### src/rtl/dgc_pkg.sv
package dgc_pkg;
   typedef enum logic [1:0] {
      GS_IDLE  = 2'd0,
      GS_GRANT = 2'd1,
      GS_OWNED = 2'd2
   } gnt_state_e;
endpackage

### src/rtl/dgc_grant_fsm.sv
module dgc_grant_fsm
   import dgc_pkg::*;
(
   input  logic clk,
   input  logic rst_n,
   input  logic cpu_sync_i,
   input  logic dmr_i,
   input  logic sack_i,
   output logic dmgo_o,
   output logic hold_o
);
   gnt_state_e state_q, state_d;

   always_comb begin
      state_d = state_q;
      unique case (state_q)
         GS_IDLE:  if (dmr_i && !cpu_sync_i) state_d = GS_GRANT;
         GS_GRANT: begin
            if (sack_i)      state_d = GS_OWNED;
            else if (!dmr_i) state_d = GS_IDLE;
         end
         GS_OWNED: if (!sack_i) state_d = GS_IDLE;
         default:  state_d = GS_IDLE;
      endcase
   end

   always_ff @(posedge clk) begin
      if (!rst_n) state_q <= GS_IDLE;
      else        state_q <= state_d;
   end

   assign dmgo_o = (state_q == GS_GRANT);
   assign hold_o = (state_q != GS_IDLE);

   // grant only appears after a cycle with no processor strobe
   p_grant_boundary_r3: assert property (@(posedge clk) disable iff (!rst_n)
      $rose(dmgo_o) |-> $past(!cpu_sync_i));
   // an acknowledge withdraws the grant at the next edge
   p_grant_drop_r7: assert property (@(posedge clk) disable iff (!rst_n)
      (dmgo_o && sack_i) |=> !dmgo_o);
   // processor stays held while any acknowledge is present
   p_hold_sack_r8: assert property (@(posedge clk) disable iff (!rst_n)
      sack_i |-> hold_o);
endmodule

### src/rtl/dgc_chain_cell.sv
module dgc_chain_cell (
   input  logic clk,
   input  logic rst_n,
   input  logic grant_in_i,
   input  logic req_i,
   input  logic bus_sack_i,
   output logic grant_out_o,
   output logic sack_o
);
   logic sack_q;

   always_ff @(posedge clk) begin
      if (!rst_n)      sack_q <= 1'b0;
      else if (sack_q) sack_q <= req_i;
      else             sack_q <= grant_in_i && req_i && !bus_sack_i;
   end

   assign grant_out_o = grant_in_i && !req_i && !sack_q;
   assign sack_o      = sack_q;

   // capture requires a grant and a request in the cycle before
   p_capture_cause_r5: assert property (@(posedge clk) disable iff (!rst_n)
      $rose(sack_q) |-> $past(grant_in_i && req_i));
   // dropping the request releases the acknowledge
   p_release_r9: assert property (@(posedge clk) disable iff (!rst_n)
      (sack_q && !req_i) |=> !sack_q);
endmodule

### src/rtl/dma_grant_chain.sv
module dma_grant_chain #(
   parameter int N_DEV = 4
) (
   input  logic             clk,
   input  logic             rst_n,
   input  logic             cpu_sync_i,
   input  logic [N_DEV-1:0] dev_req_i,
   output logic             dmr_o,
   output logic             dmgo_o,
   output logic             cpu_hold_o,
   output logic [N_DEV-1:0] dev_grant_o,
   output logic [N_DEV-1:0] dev_sack_o,
   output logic             sack_o
);
   localparam int CHAIN_LEN = N_DEV + 1;

   generate
      if (N_DEV < 1 || N_DEV > 256) begin : g_bad_ndev
         $error("dma_grant_chain: N_DEV out of range 1..256");
      end
   endgenerate

   logic [CHAIN_LEN-1:0] chain;
   logic                 bus_sack;

   assign dmr_o    = |dev_req_i;
   assign bus_sack = |dev_sack_o;
   assign sack_o   = bus_sack;

   dgc_grant_fsm u_fsm (
      .clk        (clk),
      .rst_n      (rst_n),
      .cpu_sync_i (cpu_sync_i),
      .dmr_i      (dmr_o),
      .sack_i     (bus_sack),
      .dmgo_o     (dmgo_o),
      .hold_o     (cpu_hold_o)
   );

   assign chain[0] = dmgo_o;

   generate
      for (genvar i = 0; i < N_DEV; i++) begin : g_cell
         dgc_chain_cell u_cell (
            .clk         (clk),
            .rst_n       (rst_n),
            .grant_in_i  (chain[i]),
            .req_i       (dev_req_i[i]),
            .bus_sack_i  (bus_sack),
            .grant_out_o (chain[i+1]),
            .sack_o      (dev_sack_o[i])
         );
         assign dev_grant_o[i] = chain[i];
      end
   endgenerate

   logic unused_tail;
   assign unused_tail = chain[N_DEV];

   // never two acknowledges at once
   p_one_sack_r6: assert property (@(posedge clk) disable iff (!rst_n)
      $onehot0(dev_sack_o));
   // nothing is granted or acknowledged in the cycle after reset
   p_reset_quiet_r1: assert property (@(posedge clk)
      !rst_n |=> (!dmgo_o && !bus_sack));
endmodule

### config.mk
export PLATFORM = sky130hd
export DESIGN_NAME = dma_grant_chain
export DESIGN_NICKNAME = d
export VERILOG_FILES = /design/src/rtl/dgc_pkg.sv /design/src/rtl/dgc_grant_fsm.sv /design/src/rtl/dgc_chain_cell.sv /design/src/rtl/dma_grant_chain.sv
export SDC_FILE = /design/constraint.sdc
export NUM_CORES = 1
export LEC_CHECK = 0
export BUFFER_PORTS_ARGS = -buffer_cell sky130_fd_sc_hd__buf_2
export CELL_PAD_IN_SITES_DETAIL_PLACEMENT = 1
export CELL_PAD_IN_SITES_GLOBAL_PLACEMENT = 1
export CORE_MARGIN = 2
export CORE_UTILIZATION = 27
export CTS_BUF_LIST = sky130_fd_sc_hd__clkbuf_4 sky130_fd_sc_hd__clkbuf_8
export DETAILED_ROUTE_END_ITERATION = 16
export PLACE_DENSITY = 0.7
export SLEW_MARGIN = 5
export SYNTH_ARGS = -nofsm -noshare
export SYNTH_HDL_FRONTEND = slang
export SYNTH_SLANG_ARGS = --single-unit
### constraint.sdc
create_clock -name clk -period 1.19 [get_ports clk]
set_input_delay 0.1785 -clock clk [delete_from_list [all_inputs] [get_ports clk]]
set_output_delay 0.1785 -clock clk [all_outputs]
set_load 0.005 [all_outputs]
==> metrics.txt <==
run status=finished with violations; failing checks=negative setup slack; final instance area=628 sq um; # IOs=19; Placer Congestion=0.720; nets=78; leak pwr=0.319 nW; sequential fraction of the synthesis area=34.2%; number of core rows=13; Max-Cap Viols=0; largest cells by area after synthesis=dfxtp_1 34%, buf_4 17%, nor2_1 7.5%; antenna violations before repair=0; Worst R2R Start=g_cell[0].u_cell.sack_o$_SDFF_PN0_; Slew HR=78.2%; layout cells sized above 1=71.0%; cells after synthesis=44; GR Overflow Total=0; H-tree depth=1; Post-Place Cells=76; Crit path arrival time=1.15 ns; reg2reg path depth=4; unrepaired setup endpoints after global routing=yes; Clock Tree Buf Depth=2; setup slack at placement=0.0282 ns; CTS tree=built; Setup crit start kind=flip-flop; CP max stage delay=0.33 ns; Max Clock Freq=751 MHz; period utilization=112%; Yosys reg bits=6; first-pass GRT wire length=1650 um; final setup vio count=9; Via Count=394; slew at the pin with the worst max-slew slack=0.326 ns; # DRC=0; Power Density=983 nW/um^2; Reg2Reg Setup Slack=-0.03 ns; largest net degree at the start of global routing=9; crit path max fanout=4; routed length per placed instance=15.1 um; gr usage total=16.4%; Ys Warns=0; Chip Width=40.1 um; Post-CTS Hold Buffers=0; vias per std cell=4.69; Max Slew Vio Count=0; CP Capture Type=primary output; Detail Placement HPWL=725 um; Die ar.=1610 sq um; top cell type by total area after synthesis=dfxtp_1; post-route ant nets=0; worst hold path type=primary input to flip-flop; Post-synth top cells=8 x buf_4, 7 x nor2_1, 6 x dfxtp_1, 4 x nand3_1; Ant. Diodes=0; CP cell instances=buf_6 -> nor4b_4 -> buf_4 -> buf_6; clock-pin slew of the registers on the worst-case setup and hold paths=0.04 ns; Synth Net Count=51; CP required=1.01 ns; slowest CP cell=dfxtp_2; initial DRC count=4; Sink Count=6; crit path capture=dev_grant_o[1]; reg-to-reg endpoint=u_fsm.state_q[0]$_SDFFE_PN0P_; top-count cell post-synth=buf_4; Die Ht=40.1 um; Worst Slack Setup Final=-0.142 ns; Clock Latency Late Sink=0.25 ns; Post-synth EDFFs=0; Fin Hold WS=0.158 ns; post-placement cell area=455 sq um; Post-synth ARST share=0%; ys flop type=dfxtp_1; Final Hold Viols=0; Root Buffer=clkbuf_4; Final Skew=0.00626 ns; top cell type's share of synthesized area=34.2%; maximum vdd drop=0.467 mV; TritonRoute pass-1 iters=4; post-layout min period=1.33 ns; CP Class=flip-flop to primary output; mean post-synth cell area=7.99 sq um; Final Non-Filler Cells=84; Synth cell types=17; starting density of the core=28.1%; number of global-route vias before repair=393; drt total wl=1270 um; Synth Cell Area=352 sq um; core area=1250 sq um; cts bufs inserted=3; crit path launch=g_cell[0].u_cell.sack_o$_SDFF_PN0_; Area growth, synth to finish=78.6%; PortBufs=18; cell mode on critical path=buf_6
==> stage by stage <==
stage	util (%)	TNS (ns)	power (mW)
5_1_grt	50.1	-1.21	0.657
4_1_cts	45.2	-0.486	0.586
3_5_place_dp	36.4	0	0.344
3_3_place_gp	36.4	0	0.342
2_1_floorplan	-	0	0.288
6_report	50.1	-0.513	0.618
==> power by group <==
group,internal (mW),switching [mW]
combinational,0.119,0.0861
sequential,0.211,0.0102
clock,0.114,0.0773
total,0.444,0.174
==> cell families (layout without fill, tap and decap cells) <==
kind of cell | Yosys count | after routing | synth area share [%]
compound gates | 5 | 5 | 7.12
xor+xnor | 1 | 1 | 2.49
buf+inv | 10 | 35 | 19.2
flops | 6 | 6 | 34.2
simple gates | 22 | 22 | 37.0
==> worst max-delay path, delay by kind of cell (launching register included) <==
| family | cells | cell delay [ns] |
|---|---|---|
| DFF | 1 | 0.33 |
| and+or+nand+nor | 1 | 0.21 |
| buffers and inverters | 3 | 0.37 |
==> cell type report <==
cell class,instances,area (sq um)
Multi-Input combinational cell,28,230
Fill cell,152,624
Inverter,2,7.51
Timing Repair Buffer,30,224
Sequential cell,6,125
Tap cell,15,18.8
Clock buffer,3,22.5
==> state kept, by name (all words and copies together), names as in the netlist <==
| register | count |
|---|---|
| g_cell.u_cell.sack_o | 4 |
| u_fsm.state_q | 2 |
==> what timing repair did <==
item,CTS,global route
pin swaps,4,7
resized for setup,15,12
buffers inserted,4,1
setup endpoints to repair,5,12
==> cell usage in the layout (no fill, tap or decap) <==
cell and count:
nor2b_4 1, dfxtp_2 4, buf_2 14, nor2_1 6, inv_1 2, or2_4 1, nand3_4 1, xor2_1 1
and3_1 1, nor4b_4 1, clkbuf_4 3, and4bb_2 1, o21ai_1 1, nor2_4 1, a21oi_2 3, buf_4 7
nand3_2 1, dfxtp_1 2, buf_6 9, o21ai_0 1, nor4_4 1, nand2_1 3, nand3_1 2, nand4_1 1
nor3_2 1
==> routing by layer <==
layer | vias to the layer above | wire, um | GRT usage, %
met1 | 183 | 519 | 17.7
met5 | - | 0 | 0
met4 | 0 | 0 | 7.76
met2 | 16 | 684 | 29.8
met3 | 0 | 60 | 3.33
li1 | 195 | - | -
==> how the worst min path moves through the flow <==
stage	end	slack (ns)	start	depth (start not counted)
2_1_floorplan	g_cell[0].u_cell.sack_o$_SDFF_PN0_	0.30	dev_req_i[0]	2
3_3_place_gp	g_cell[1].u_cell.sack_o$_SDFF_PN0_	0.43	dev_req_i[1]	3
3_5_place_dp	g_cell[1].u_cell.sack_o$_SDFF_PN0_	0.42	dev_req_i[1]	3
4_1_cts	g_cell[1].u_cell.sack_o$_SDFF_PN0_	0.16	dev_req_i[1]	3
5_1_grt	g_cell[1].u_cell.sack_o$_SDFF_PN0_	0.16	dev_req_i[1]	3
6_report	g_cell[1].u_cell.sack_o$_SDFF_PN0_	0.16	dev_req_i[1]	3
(Power assumes the default switching activity.)
